**config.mk**
```make
export PLATFORM = sky130hd
export DESIGN_NAME = regprot_desc_regs
export DESIGN_NICKNAME = d
export VERILOG_FILES = /design/src/rtl/regprot_pkg.sv /design/src/rtl/regprot_desc_regs.sv
export SDC_FILE = /design/constraint.sdc
export NUM_CORES = 1
export LEC_CHECK = 0
export ABC_AREA = 1
export BUFFER_PORTS_ARGS = -buffer_cell sky130_fd_sc_hd__buf_2
export CORE_ASPECT_RATIO = 1.2
export CORE_MARGIN = 2
export CORE_UTILIZATION = 35
export CTS_BUF_LIST = sky130_fd_sc_hd__clkbuf_2 sky130_fd_sc_hd__clkbuf_4 sky130_fd_sc_hd__clkbuf_8
export DETAILED_ROUTE_END_ITERATION = 10
export MAX_ROUTING_LAYER = met4
export PLACE_DENSITY = 0.66
export SYNTH_ARGS = -nofsm -noshare
export SYNTH_HDL_FRONTEND = slang
export SYNTH_SLANG_ARGS = --single-unit
```
**constraint.sdc**
```tcl
create_clock -name clk -period 1.8 [get_ports clk]
set_clock_uncertainty 0.2 [all_clocks]
set_input_delay 0.27 -clock clk [delete_from_list [all_inputs] [get_ports clk]]
set_output_delay 0.27 -clock clk [all_outputs]
set_load 0.02 [all_outputs]
```
**src/rtl/regprot_pkg.sv**
```systemverilog
// Shared types and helpers for the region protection checker.
// Assumes the rights layout: 6-bit fields for low masters, 2-bit fields after them.
package regprot_pkg;

    localparam int LOW_FLD_W  = 6;
    localparam int HIGH_FLD_W = 2;

    typedef enum logic [1:0] {
        ACC_READ  = 2'd0,
        ACC_WRITE = 2'd1,
        ACC_EXEC  = 2'd2,
        ACC_RSVD  = 2'd3
    } acc_kind_e;

    typedef enum logic [1:0] {
        SEL_START  = 2'd0,
        SEL_END    = 2'd1,
        SEL_RIGHTS = 2'd2,
        SEL_CTRL   = 2'd3
    } word_sel_e;

    typedef struct packed {
        logic rd;
        logic wr;
        logic ex;
    } rwx_t;

    // Map a supervisor code onto effective rights, falling back to the user code.
    function automatic rwx_t super_rights(input logic [1:0] code, input rwx_t user);
        rwx_t r;
        case (code)
            2'b00:   r = rwx_t'(3'b111);
            2'b01:   r = rwx_t'(3'b101);
            2'b10:   r = rwx_t'(3'b110);
            default: r = user;
        endcase
        return r;
    endfunction

endpackage

```
**src/rtl/regprot_desc_regs.sv**
```systemverilog
// Descriptor storage with the write port and the descriptor-0 lock.
// Assumes wr_data is 32 bits, AW <= 32 and PID_W <= 8.
// Start and end keep only the bits above the granule.
module regprot_desc_regs
    import regprot_pkg::*;
#(
    parameter int AW       = 32,
    parameter int GRAN     = 5,
    parameter int N_DESC   = 4,
    parameter int N_MST    = 6,
    parameter int N_LOW    = 4,
    parameter int DBG_MST  = 1,
    parameter int PID_W    = 8,
    localparam int DIDX_W  = (N_DESC > 1) ? $clog2(N_DESC) : 1,
    localparam int RIGHTS_W = N_LOW * LOW_FLD_W + (N_MST - N_LOW) * HIGH_FLD_W,
    localparam int BND_W   = AW - GRAN
) (
    input  logic                              clk,
    input  logic                              rst_n,
    input  logic                              wr_en,
    input  logic [DIDX_W-1:0]                 wr_desc,
    input  logic [1:0]                        wr_word,
    input  logic [31:0]                       wr_data,
    output logic [N_DESC-1:0][BND_W-1:0]      start_q,
    output logic [N_DESC-1:0][BND_W-1:0]      end_q,
    output logic [N_DESC-1:0][RIGHTS_W-1:0]   rights_q,
    output logic [N_DESC-1:0]                 valid_q,
    output logic [N_DESC-1:0][PID_W-1:0]      pid_q,
    output logic [N_DESC-1:0][PID_W-1:0]      pmask_q
);

    localparam int PID_LSB   = 8;
    localparam int PMASK_LSB = 16;

    // Full rights for every master: user 111 with supervisor 00, or 11 for high masters.
    function automatic logic [RIGHTS_W-1:0] full_rights();
        logic [RIGHTS_W-1:0] r;
        r = '0;
        for (int m = 0; m < N_MST; m++) begin
            if (m < N_LOW) r[m*LOW_FLD_W +: 3] = 3'b111;
            else           r[N_LOW*LOW_FLD_W + (m-N_LOW)*HIGH_FLD_W +: HIGH_FLD_W] = 2'b11;
        end
        return r;
    endfunction

    localparam logic [RIGHTS_W-1:0] RIGHTS0  = full_rights();
    localparam logic [RIGHTS_W-1:0] DBG_MASK =
        RIGHTS_W'({LOW_FLD_W{1'b1}}) << (DBG_MST * LOW_FLD_W);

    logic sel_ok;
    logic sel_zero;

    // Decode whether the addressed descriptor exists and whether it is descriptor 0.
    always_comb begin
        sel_ok   = (int'(wr_desc) < N_DESC);
        sel_zero = (wr_desc == '0);
    end

    // Reset the table and apply writes, honouring the descriptor-0 lock.
    always_ff @(posedge clk) begin
        if (!rst_n) begin
            for (int d = 0; d < N_DESC; d++) begin
                start_q[d]  <= '0;
                end_q[d]    <= (d == 0) ? '1 : '0;
                rights_q[d] <= (d == 0) ? RIGHTS0 : '0;
                valid_q[d]  <= (d == 0);
                pid_q[d]    <= '0;
                pmask_q[d]  <= '0;
            end
        end else if (wr_en && sel_ok) begin
            case (word_sel_e'(wr_word))
                SEL_START: if (!sel_zero) start_q[wr_desc] <= wr_data[AW-1:GRAN];
                SEL_END:   if (!sel_zero) end_q[wr_desc]   <= wr_data[AW-1:GRAN];
                SEL_RIGHTS: begin
                    if (sel_zero)
                        rights_q[0] <= (wr_data[RIGHTS_W-1:0] & ~DBG_MASK) | (RIGHTS0 & DBG_MASK);
                    else
                        rights_q[wr_desc] <= wr_data[RIGHTS_W-1:0];
                end
                default: begin
                    valid_q[wr_desc] <= wr_data[0];
                    pid_q[wr_desc]   <= wr_data[PID_LSB +: PID_W];
                    pmask_q[wr_desc] <= wr_data[PMASK_LSB +: PID_W];
                end
            endcase
        end
    end

    // Descriptor-0 bounds never move under a write.
    p_desc0_bounds_locked_r6: assert property (@(posedge clk) disable iff (!rst_n)
        (wr_en && wr_desc == '0) |=> ($stable(start_q[0]) && $stable(end_q[0])));

    // The debug master's field of descriptor 0 never moves under a write.
    p_desc0_dbg_locked_r6: assert property (@(posedge clk) disable iff (!rst_n)
        (wr_en && wr_desc == '0) |=> $stable(rights_q[0][DBG_MST*LOW_FLD_W +: LOW_FLD_W]));

endmodule

```
==> tab_implementation.tex, run 1 <==
\begin{tabular}{lr}
\hline
Metric & Value \\
\hline
\multicolumn{2}{l}{\textbf{Setup path}} \\
\quad Cell breakdown of the critical path & buf\_2, nor2\_2, dlygate4sd3\_1, nand3\_4, o21ai\_0, dlygate4sd3\_1, nor2\_1 \\
\quad Arr. time, crit path & 2050 ps \\
\quad Slowest stage cell, crit path & sky130\_fd\_sc\_hd\_\_dlygate4sd3\_1 \\
\quad CP Max Fanout & 9 \\
\quad Critical path class & in -> reg \\
\quad Max incr delay on CP & 610 ps \\
\quad Required arrival time at the worst endpoint & 2120 ps \\
\quad Crit path capture type & flip-flop \\
\quad Library cell appearing most often on the critical path & sky130\_fd\_sc\_hd\_\_dlygate4sd3\_1 \\
\quad Crit path launch type & primary input \\
\multicolumn{2}{l}{\textbf{Routing}} \\
\quad Max layer used & met4 \\
\quad Total wire length after detailed routing & roughly 50000 um \\
\quad First DRT Iteration DRCs & 664 \\
\quad Sum of met3 wire segment lengths after detailed routing & 3560 um \\
\quad DRC & 0 \\
\quad Metal2 WL & roughly 23000 um \\
\quad Pre-antenna DRT Iters & 5 \\
\quad Metal1 wirelength & 20400 um \\
\quad Vias/cell & 4.41 \\
\quad Post-detailed-route count of antenna-violating nets & 0 \\
\quad Total via count after detailed routing & 13900 \\
\quad DR WL/cell & about 16 um \\
\multicolumn{2}{l}{\textbf{Final layout}} \\
\quad Post-route insts no fill & 3140 \\
\quad Number of nets in the finished design & 2581 \\
\quad Area of all sequential standard cells & 0.00793 sq mm \\
\quad Most common library cell in the layout ignoring fill and taps & sky130\_fd\_sc\_hd\_\_nor2\_1 \\
\quad Filler instances & 4170 \\
\quad Commonest cells after routing, fill and taps aside & sky130\_fd\_sc\_hd\_\_nor2\_1, sky130\_fd\_sc\_hd\_\_nand2\_1, sky130\_fd\_sc\_hd\_\_buf\_2, sky130\_fd\_sc\_hd\_\_dfxtp\_1, sky130\_fd\_sc\_hd\_\_inv\_1 \\
\quad Area occupied by multi-input gates & 0.00532 sq mm \\
\quad Final cell area excluding filler cells & 0.0194 sq mm \\
\quad Layout overhead on the synthesized area & 32.7\% \\
\quad Fraction of final layout cells sized beyond drive strength 1 & around a quarter \\
\multicolumn{2}{l}{\textbf{Die}} \\
\quad Starting utilization of the core area & 35.2\% \\
\quad Die Width & 191 um \\
\quad FP Rows & between 80 and 90 \\
\quad Die Ht & 228 um \\
\quad Placeable core region & 0.0416 sq mm \\
\quad Top-level port count & 435 \\
\quad Area of the die & 0.0435 sq mm \\
\multicolumn{2}{l}{\textbf{Timing}} \\
\quad Final slew viol count & 0 \\
\quad Final hold violation count & 0 \\
\quad Highest clock frequency the design can meet & approximately 0.58 GHz \\
\quad Final setup slack of the worst path & 66.2 ps \\
\quad Unrepaired setup endpoints after global routing & true \\
\quad Final period demand of the worst path & 1730 ps \\
\quad Final period util & a little over nine tenths \\
\quad Total negative slack for setup checks & 0 ps \\
\quad Relative slew slack & between 50\% and 60\% \\
\quad Total setup violations reported at the end of the flow & 0 \\
\quad Worst-case hold slack & 78.5 ps \\
\quad Actual slew at the worst max-slew pin & approximately 650 ps \\
\multicolumn{2}{l}{\textbf{CTS}} \\
\quad CTS sink cnt & 396 \\
\quad Maximum buffer depth of the clock tree & 3 \\
\quad CTS Root Cell & sky130\_fd\_sc\_hd\_\_clkbuf\_8 \\
\quad Inserted Clock Buffers & 60 \\
\quad Clock network latency to the later pin of the worst-skew pair & 650 ps \\
\quad CTS clk-pin slew, worst paths & 60 ps \\
\quad H-tree lvl count & 2 \\
\quad Clock tree from TritonCTS & built \\
\multicolumn{2}{l}{\textbf{Synthesis}} \\
\quad Count of distinct cell types in the synthesized netlist & 18 \\
\quad Net count after synthesis & 2115 \\
\quad Number of synthesized register bits & 396 \\
\quad Proportion of netlist area held by the largest area contributor & 54.1\% \\
\quad Yosys warning total & 0 \\
\quad Post-synthesis cell area & 0.0146 sq mm \\
\quad Syn\_area\_per\_cell & 7.06 sq um \\
\quad Synth area leader & sky130\_fd\_sc\_hd\_\_dfxtp\_1 \\
\quad Sequential area share after synthesis & between 50\% and 60\% \\
\quad Top cells by area, synth & sky130\_fd\_sc\_hd\_\_dfxtp\_1, sky130\_fd\_sc\_hd\_\_nor2\_1, sky130\_fd\_sc\_hd\_\_nand2\_1 \\
\quad Post-synthesis instance total & 2076 \\
\multicolumn{2}{l}{\textbf{Global route}} \\
\quad Initial antenna violation count & 3 \\
\quad First-pass GRT wire length & 74300 um \\
\quad GRT Residual Overflow & 0 \\
\quad Number of global-route vias before repair & 13200 \\
\quad Gr usage total & 22.9\% \\
\quad Largest net degree at the start of global routing & 79 \\
\multicolumn{2}{l}{\textbf{Placed design}} \\
\quad Placed cell count & about 3000 \\
\quad Half-perimeter wire length after detailed placement & 34000 um \\
\quad Final weighted congestion of routability-driven global placement & 0.848 \\
\quad Placed instance area & 0.0175 sq mm \\
\quad Number of input and output port buffers inserted & 434 \\
\quad Worst setup timing slack at the placement stage & around 99 ps \\
\multicolumn{2}{l}{\textbf{Job}} \\
\quad Max-cap check violation count & 0 \\
\multicolumn{2}{l}{\textbf{Power}} \\
\quad Net switching fraction of the power & 24.3\% \\
\quad Relative contribution of sequential cells to total power & 47.5\% \\
\quad Total power divided by cell area & 977 mW/mm\^{}2 \\
\quad Clock power share & between 40 and 50\% \\
\quad Internal Dissipation & 14.4 mW \\
\quad Static leakage power & 10.6 nW \\
\quad Worst IR Drop VDD & 0.725 mV \\
\quad Sw power & $\sim$4.6 mW \\
\quad Fraction of power consumed by combinational cells & 7.8\% \\
\multicolumn{2}{l}{\textbf{Run status}} \\
\quad Run status & finished clean \\
\multicolumn{2}{l}{\textbf{Min path}} \\
\quad Classification of the worst-slack hold path & in -> reg \\
\hline
\end{tabular}
repair_timing:
action | in CTS | in global routing
setup endpoints to repair | 0 | 6
gates resized for setup | 0 | 7
buffers inserted | 0 | 2
hold buffers | 43 | 0
hold endpoints to repair | 301 | 0
power groups by stage:
stage	sequential [mW]	clock [mW]	combinational [mW]
3_3_place_gp	9.20	0	1.39
2_1_floorplan	9.41	0	0.589
3_5_place_dp	9.21	0	1.41
4_1_cts	9.02	8.70	1.48
6_report	9.02	8.49	1.48
5_1_grt	9.03	9.09	1.62
metal layers:
layer / vias up / GRT usage, %
li1: 7013 / -
met1: 6219 / 26.0
met2: 505 / 37.5
met3: 124 / 5.91
met4: 0 / 10.7
met5: - / -
Yosys cell counts:
master,instances
sky130_fd_sc_hd__buf_1,1
sky130_fd_sc_hd__buf_2,22
sky130_fd_sc_hd__buf_4,21
sky130_fd_sc_hd__clkbuf_1,78
sky130_fd_sc_hd__clkinv_1,1
sky130_fd_sc_hd__dfxtp_1,396
sky130_fd_sc_hd__inv_1,222
sky130_fd_sc_hd__inv_2,11
sky130_fd_sc_hd__nand2_1,537
sky130_fd_sc_hd__nand2_2,4
sky130_fd_sc_hd__nand3_2,1
sky130_fd_sc_hd__nand4_2,6
sky130_fd_sc_hd__nor2_1,652
sky130_fd_sc_hd__nor2_2,3
sky130_fd_sc_hd__nor2_4,1
sky130_fd_sc_hd__o211ai_1,14
sky130_fd_sc_hd__o21ai_0,76
sky130_fd_sc_hd__or2_2,30
cells by family after synthesis:
| logic type | share of synthesized area, % |
|---|---|
| AO/OA/AOI/OAI | 3.31 |
| buffers and inverters | 9.85 |
| flip-flops | 54.1 |
| AND/OR/NAND/NOR | 32.7 |
path summary, 6_finish.rpt:
check	cells past startpoint	start	end	slack, ps
setup reg to reg	1	end_q[13]	end_q[13]	880
hold / removal	5	wr_desc[1]	pid_q[1]	80
setup / recovery	7	wr_word[0]	rights_q[4]	70
hold reg to reg	2	start_q[22]	start_q[22]	220
sequential cells by signal, summed over array words and instances (netlist names):
name,flops
end_q,108
valid_q,4
start_q,108
rights_q,112
pid_q,32
pmask_q,32
critical path, delay by kind of cell:
kind	cells	cell delay [ps]
AO/OA/AOI/OAI	1	170
buffers and inverters	3	1300
AND/OR/NAND/NOR	3	310
final cells by class:
class                      instances  share of cell area, %
tap                              546                   3.52
timing repair buffer             526                   16.5
multi-input combinational       1324                   27.4
clock inverter                    16                   1.08
clock buffer                      95                   6.21
inverter                         234                   4.52
sequential                       396                   40.8
antenna                            3                 0.0386
metrics by stage:
step | util, % | power (mW)
after floorplan | - | 9.99
after global placement | 42.2 | 10.6
after detailed placement | 42.2 | 10.6
after CTS | 46.7 | 19.2
after global routing | 46.8 | 19.7
final | 46.8 | 19.0
(Power assumes the default switching activity.)
==> run 2, diff against run 1 <==
Settings changed: PLACE_DENSITY 0.66 to 0.68.
Clock period 1.8 ns to 1.4 ns, I/O delays scaled along.
==> run 2 against run 1 <==
The run now ends with negative hold slack, negative setup slack left. Cell area grew 20%. Global-route usage is 3.1 points higher. Power is 36% higher. Sequential cell count unchanged. Sequential power is 30% higher. Worst hold slack worse by 100 ps. Non-clock buffer count rose by 84. Critical path type is now reg -> out. Critical endpoint is now end_q[18].
==> tab_implementation.tex, run 2 (synthesis results as in run 1) <==
\begin{tabular}{lr}
\hline
Metric & Value \\
\hline
\multicolumn{2}{l}{\textbf{Final layout}} \\
\quad Share of the core filled with cells in the final layout & 56.2\% \\
\quad Registers with the highest flip-flop counts & rights\_q x112, end\_q x108, start\_q x108 \\
\quad Filler instances & 3397 \\
\quad Most common library cell in the layout ignoring fill and taps & sky130\_fd\_sc\_hd\_\_nor2\_1 \\
\quad Commonest cells after routing, fill and taps aside & sky130\_fd\_sc\_hd\_\_nor2\_1, sky130\_fd\_sc\_hd\_\_nand2\_1, sky130\_fd\_sc\_hd\_\_dfxtp\_2, sky130\_fd\_sc\_hd\_\_buf\_6, sky130\_fd\_sc\_hd\_\_inv\_1 \\
\quad Final cell area excluding filler cells & 0.0234 sq mm \\
\quad Max reg flops & $\sim$110 \\
\quad Post-route insts no fill & about 3200 \\
\quad Number of nets in the finished design & 2672 \\
\quad Register bank with the most flops & rights\_q \\
\quad Fraction of final layout cells sized beyond drive strength 1 & 42.9\% \\
\quad Layout overhead on the synthesized area & 59.5\% \\
\multicolumn{2}{l}{\textbf{Setup path}} \\
\quad Number of buffers and inverters on the critical path & 1 \\
\quad Max incr delay on CP & about 360 ps \\
\quad CP Max Fanout & 2 \\
\quad Slowest stage cell, crit path & sky130\_fd\_sc\_hd\_\_dfxtp\_2 \\
\quad Cell breakdown of the critical path & buf\_6 \\
\quad Kind of cell adding the most delay to the critical path & flip-flops \\
\quad Critical path class & reg -> out \\
\quad Arr. time, crit path & roughly 1100 ps \\
\quad Crit path launch type & flip-flop \\
\quad Crit path capture type & primary output \\
\quad Required arrival time at the worst endpoint & between 900 and 1000 ps \\
\multicolumn{2}{l}{\textbf{Timing}} \\
\quad Actual slew at the worst max-slew pin & 752 ps \\
\quad Worst-case hold slack & -25.4 ps \\
\quad Final hold violation count & 7 \\
\quad Relative slew slack & 49.8\% \\
\quad Highest clock frequency the design can meet & 0.649 GHz \\
\quad Unrepaired setup endpoints after global routing & true \\
\quad Final slew viol count & 0 \\
\quad Total setup violations reported at the end of the flow & 399 \\
\quad Total negative slack for setup checks & -32990 ps \\
\quad Final setup slack of the worst path & -142 ps \\
\quad Final period demand of the worst path & 1540 ps \\
\quad Final period util & 110\% \\
\multicolumn{2}{l}{\textbf{CTS}} \\
\quad CTS clk-pin slew, worst paths & 80 ps \\
\quad Hold buffer count at cts & 39 \\
\quad Inserted Clock Buffers & 67 \\
\quad CTS sink cnt & around 400 \\
\quad Maximum buffer depth of the clock tree & 3 \\
\quad CTS Root Cell & sky130\_fd\_sc\_hd\_\_clkbuf\_8 \\
\quad Clock tree from TritonCTS & built \\
\quad Clock network latency to the later pin of the worst-skew pair & around 600 ps \\
\quad H-tree lvl count & 3 \\
\multicolumn{2}{l}{\textbf{Routing}} \\
\quad Sum of met3 wire segment lengths after detailed routing & 4370 um \\
\quad Pre-antenna DRT Iters & 7 \\
\quad DRC & 0 \\
\quad Total via count after detailed routing & 15000 \\
\quad Max layer used & met4 \\
\quad First DRT Iteration DRCs & 836 \\
\quad Vias/cell & approximately 4.6 \\
\quad Post-detailed-route count of antenna-violating nets & 0 \\
\quad Metal1 wirelength & 21600 um \\
\quad Metal2 WL & 27300 um \\
\quad Total wire length after detailed routing & 57500 um \\
\quad DR WL/cell & 17.8 um \\
\multicolumn{2}{l}{\textbf{Run status}} \\
\quad Violated checks & negative hold slack, negative setup slack \\
\quad Run status & complete, but fails checks \\
\multicolumn{2}{l}{\textbf{Global route}} \\
\quad Gr usage total & 26.0\% \\
\quad GRT Residual Overflow & 0 \\
\quad Number of global-route vias before repair & 14700 \\
\quad Initial antenna violation count & 3 \\
\quad Largest net degree at the start of global routing & 56 \\
\quad First-pass GRT wire length & 83600 um \\
\multicolumn{2}{l}{\textbf{Die}} \\
\quad FP Rows & 82 \\
\quad Die Width & 191 um \\
\quad Area of the die & 0.0435 sq mm \\
\quad Die Ht & 228 um \\
\quad Top-level port count & 435 \\
\quad Placeable core region & 0.0416 sq mm \\
\quad Starting utilization of the core area & approximately a third \\
\multicolumn{2}{l}{\textbf{Placed design}} \\
\quad Placed cell count & 3010 \\
\quad Half-perimeter wire length after detailed placement & 35100 um \\
\quad Placed instance area & 0.0180 sq mm \\
\quad Final weighted congestion of routability-driven global placement & 0.841 \\
\quad Number of input and output port buffers inserted & 434 \\
\multicolumn{2}{l}{\textbf{Power}} \\
\quad Total power divided by cell area & around 1100 mW/mm\^{}2 \\
\quad Static leakage power & 11.7 nW \\
\quad Worst IR Drop VDD & 0.946 mV \\
\multicolumn{2}{l}{\textbf{Job}} \\
\quad Max-cap check violation count & 0 \\
\multicolumn{2}{l}{\textbf{Min path}} \\
\quad Classification of the worst-slack hold path & in -> reg \\
\hline
\end{tabular}
-- run 2: worst min-delay path: cells and delay by family --
kind | cells | cell delay [ps]
simple gates | 1 | 120
buf+inv | 2 | 320
compound gates | 1 | 90
-- run 2: layout make-up --
cell class	instances	area [sq um]	share of cell area (%)
Antenna cell	3	7.51	0.0321
Timing Repair Buffer	610	6540	28.0
Clock inverter	18	235	1.01
Multi-Input combinational cell	1324	5320	22.8
Tap cell	546	683	2.92
Sequential cell	396	8420	36.1
Clock buffer	100	1280	5.46
Inverter	234	878	3.76
-- run 2: power breakdown --
| part | internal [mW] | switching, mW |
|---|---|---|
| Clock | 6.79 | 4.90 |
| Sequential | 11.5 | 0.166 |
| Combinational | 0.944 | 1.40 |
| Total | 19.3 | 6.46 |
-- run 2: per-stage QoR --
step	power (mW)	setup slack [ps]
after global placement	13.7	-274
after floorplan	12.8	-21.7
final	25.7	-142
after detailed placement	13.8	-325
after CTS	25.8	-188
after global routing	26.6	-198
-- run 2: final timing paths --
kind	startpoint	endpoint	slack, ps	cells after the start
setup / recovery	end_q[18]	end_q[18]	-140	1
hold / removal	wr_word[1]	rights_q[27]	-30	4
setup reg to reg	rights_q[63]	rights_q[63]	100	3
hold reg to reg	start_q[0]	start_q[0]	230	2
-- run 2: routing by layer --
layer  vias to the layer above  GRT usage, %
met5                         -             -
met4                         0          18.3
met3                       226          7.06
met2                       698          41.8
met1                      6894          27.4
li1                       7183             -
-- run 2: what timing repair did --
action                                 in CTS  in global routing
pin swaps                                   0                  1
setup endpoints to repair                 396                412
gates cloned                                0                  0
gates resized for setup                  1188                  9
buffers inserted                           23                 41
endpoints found under the hold margin     366                 11
==> run 3, diff against run 2 <==
Settings changed: CELL_PAD_IN_SITES_DETAIL_PLACEMENT from default to 1, CELL_PAD_IN_SITES_GLOBAL_PLACEMENT from default to 1, CORE_UTILIZATION 35 to 34, PLACE_DENSITY 0.68 to 0.87.
==> run 3 against run 2 <==
The run still ends with negative hold slack, negative setup slack left. Sequential power about the same. Non-clock buffer count up 85. Via count up 14%. Largest power group is now clock. Clock power rose by 3%. Critical path depth grew 3. Critical path type is now in -> reg. Final cell count is 3.0% higher. Utilization about the same. Largest cell class unchanged. Setup slack got worse by 190 ps. Worst hold slack lost 24 ps. Register-to-register slack improved by 60 ps.
==> tab_implementation.tex, run 3 (synthesis results as in run 1) <==
\begin{tabular}{lr}
\hline
Metric & Value \\
\hline
\multicolumn{2}{l}{\textbf{Routing}} \\
\quad Vias/cell & $\sim$5.2 \\
\quad DR WL/cell & 26.4 um \\
\quad Total via count after detailed routing & 17100 \\
\quad Pre-antenna DRT Iters & 5 \\
\quad Total wire length after detailed routing & just under 90000 um \\
\quad DRC & 0 \\
\quad First DRT Iteration DRCs & about 1000 \\
\quad Post-detailed-route count of antenna-violating nets & 0 \\
\multicolumn{2}{l}{\textbf{Die}} \\
\quad Starting utilization of the core area & 34.3\% \\
\quad Placeable core region & 0.0427 sq mm \\
\quad Top-level port count & 435 \\
\quad Area of the die & about 0.045 sq mm \\
\quad Die Ht & 231 um \\
\quad FP Rows & between 80 and 90 \\
\quad Die Width & 193 um \\
\multicolumn{2}{l}{\textbf{CTS}} \\
\quad Inserted Clock Buffers & 67 \\
\quad CTS sink cnt & 396 \\
\quad Clock network latency to the later pin of the worst-skew pair & 640 ps \\
\quad H-tree lvl count & 3 \\
\quad CTS Root Cell & sky130\_fd\_sc\_hd\_\_clkbuf\_8 \\
\quad CTS clk-pin slew, worst paths & 70 ps \\
\quad Maximum buffer depth of the clock tree & 3 \\
\quad Clock tree from TritonCTS & built \\
\multicolumn{2}{l}{\textbf{Setup path}} \\
\quad Critical path class & in -> reg \\
\quad Kind of cell adding the most delay to the critical path & buffers and inverters \\
\quad CP Max Fanout & 11 \\
\quad Cell breakdown of the critical path & dlygate4sd3\_1, buf\_2, inv\_1, o211ai\_1 \\
\quad Max incr delay on CP & between 500 and 600 ps \\
\quad Arr. time, crit path & 2030 ps \\
\quad Crit path capture type & flip-flop \\
\quad Required arrival time at the worst endpoint & $\sim$1700 ps \\
\quad Slowest stage cell, crit path & sky130\_fd\_sc\_hd\_\_o211ai\_1 \\
\quad Number of buffers and inverters on the critical path & 3 \\
\quad Crit path launch type & primary input \\
\multicolumn{2}{l}{\textbf{Power}} \\
\quad Clock power share & between 40\% and 50\% \\
\quad Worst IR Drop VDD & 0.926 mV \\
\quad Relative contribution of sequential cells to total power & 44.3\% \\
\quad Internal Dissipation & 19.0 mW \\
\quad Total power divided by cell area & between 1000 and 1500 mW/mm\^{}2 \\
\quad Sw power & 7.43 mW \\
\quad Fraction of power consumed by combinational cells & 10.0\% \\
\quad Static leakage power & 12.1 nW \\
\quad Net switching fraction of the power & $\sim$28\% \\
\quad Total power & between 20 and 30 mW \\
\multicolumn{2}{l}{\textbf{Global route}} \\
\quad Number of global-route vias before repair & 17900 \\
\quad Initial antenna violation count & 5 \\
\quad First-pass GRT wire length & 112000 um \\
\quad GRT Residual Overflow & 0 \\
\quad Gr usage total & roughly a third \\
\quad Largest net degree at the start of global routing & $\sim$90 \\
\multicolumn{2}{l}{\textbf{Timing}} \\
\quad Final period demand of the worst path & 1740 ps \\
\quad Total setup violations reported at the end of the flow & 420 \\
\quad Final slew viol count & 0 \\
\quad Final setup slack of the worst path & -335 ps \\
\quad Highest clock frequency the design can meet & 0.576 GHz \\
\quad Relative slew slack & approximately 58\% \\
\quad Total negative slack for setup checks & -54370 ps \\
\quad Final period util & 124\% \\
\quad Unrepaired setup endpoints after global routing & true \\
\quad Worst-case hold slack & -49.1 ps \\
\quad Actual slew at the worst max-slew pin & 621 ps \\
\quad Final hold violation count & 9 \\
\multicolumn{2}{l}{\textbf{Placed design}} \\
\quad Number of input and output port buffers inserted & 434 \\
\quad Half-perimeter wire length after detailed placement & slightly below 40000 um \\
\quad Final weighted congestion of routability-driven global placement & approximately 0.81 \\
\multicolumn{2}{l}{\textbf{Final layout}} \\
\quad Registers with the highest flip-flop counts & rights\_q x112, end\_q x108, start\_q x108 \\
\quad Fraction of final layout cells sized beyond drive strength 1 & 44.5\% \\
\quad Register bank with the most flops & rights\_q \\
\quad Layout overhead on the synthesized area & 63.8\% \\
\quad Number of nets in the finished design & 2758 \\
\quad Most common library cell in the layout ignoring fill and taps & sky130\_fd\_sc\_hd\_\_nor2\_1 \\
\quad Commonest cells after routing, fill and taps aside & sky130\_fd\_sc\_hd\_\_nor2\_1, sky130\_fd\_sc\_hd\_\_nand2\_1, sky130\_fd\_sc\_hd\_\_buf\_6, sky130\_fd\_sc\_hd\_\_dfxtp\_2, sky130\_fd\_sc\_hd\_\_inv\_1 \\
\quad Filler instances & around 5000 \\
\quad Max reg flops & around 110 \\
\multicolumn{2}{l}{\textbf{Job}} \\
\quad Max-cap check violation count & 0 \\
\multicolumn{2}{l}{\textbf{Min path}} \\
\quad Classification of the worst-slack hold path & in -> reg \\
\multicolumn{2}{l}{\textbf{Run status}} \\
\quad Run status & complete, but fails checks \\
\quad Violated checks & negative hold slack, negative setup slack \\
\hline
\end{tabular}
==> run 3: routing by layer <==
metal | GRT usage, % | vias up | part of all wire, %
li1 | - | 7357 | -
met1 | 32.8 | 8307 | 34
met2 | 59.2 | 1012 | 48
met3 | 8.95 | 473 | 8.6
met4 | 25.2 | 0 | 9.7
met5 | - | - | 0
==> run 3: path summary, 6_finish.rpt <==
kind                 from      endpoint  slack, ps  cells past startpoint
max reg2reg  rights_q[13]  rights_q[13]        160                      2
max           wr_data[13]  rights_q[13]       -340                      4
min reg2reg   start_q[26]   start_q[26]        240                      2
min            wr_word[1]  rights_q[20]        -50                      4
==> run 3: per-stage QoR <==
| step | area (sq um) | setup slack, ps | hold slack (ps) | util [%] | cells |
|---|---|---|---|---|---|
| 2_1_floorplan | 14700 | -21.7 | 145 | - | 2076 |
| 3_3_place_gp | 17700 | -262 | 210 | 41.6 | 3000 |
| 3_5_place_dp | 17700 | -331 | 219 | 41.6 | 3000 |
| 4_1_cts | 22900 | -197 | -88.0 | 53.7 | 3208 |
| 5_1_grt | 24000 | -337 | -59.6 | 56.2 | 3327 |
| 6_report | 24000 | -335 | -49.1 | 56.2 | 3327 |
==> run 3: what timing repair did <==
| item | in CTS | in global routing |
|---|---|---|
| gates cloned | 0 | 8 |
| hold buffers | 37 | 3 |
| buffers inserted | 50 | 105 |
| hold endpoints to repair | 369 | 5 |
| gates resized for setup | 1189 | 22 |
| endpoints found under the setup margin | 396 | 514 |
| pin swaps | 0 | 3 |
==> run 3: final cells by class <==
type | instances | area, sq um | share of cell area, %
diodes | 4 | 10.0 | 0.0417
clock buffers | 104 | 1310 | 5.47
clock inverters | 17 | 163 | 0.678
inverters | 234 | 882 | 3.68
multi-input cells | 1324 | 5320 | 22.2
flip-flops and latches | 396 | 8440 | 35.2
well taps | 552 | 691 | 2.88
repair buffers | 695 | 7170 | 29.9
repair inverters | 1 | 7.51 | 0.0313
==> run 3: power by group through the flow <==
stage | registers [mW] | clock network, mW | logic, mW
6_report | 11.7 | 12.1 | 2.64
5_1_grt | 11.7 | 12.7 | 2.74
4_1_cts | 11.7 | 11.6 | 2.28
3_5_place_dp | 11.8 | 0 | 1.90
3_3_place_gp | 11.8 | 0 | 1.84
2_1_floorplan | 12.1 | 0 | 0.757
==> run 3: tightest hold or removal path: stages <==
cell	delay, ps
sky130_fd_sc_hd__buf_2	130
sky130_fd_sc_hd__nand3_2	100
sky130_fd_sc_hd__buf_12	190
sky130_fd_sc_hd__o211ai_1	110
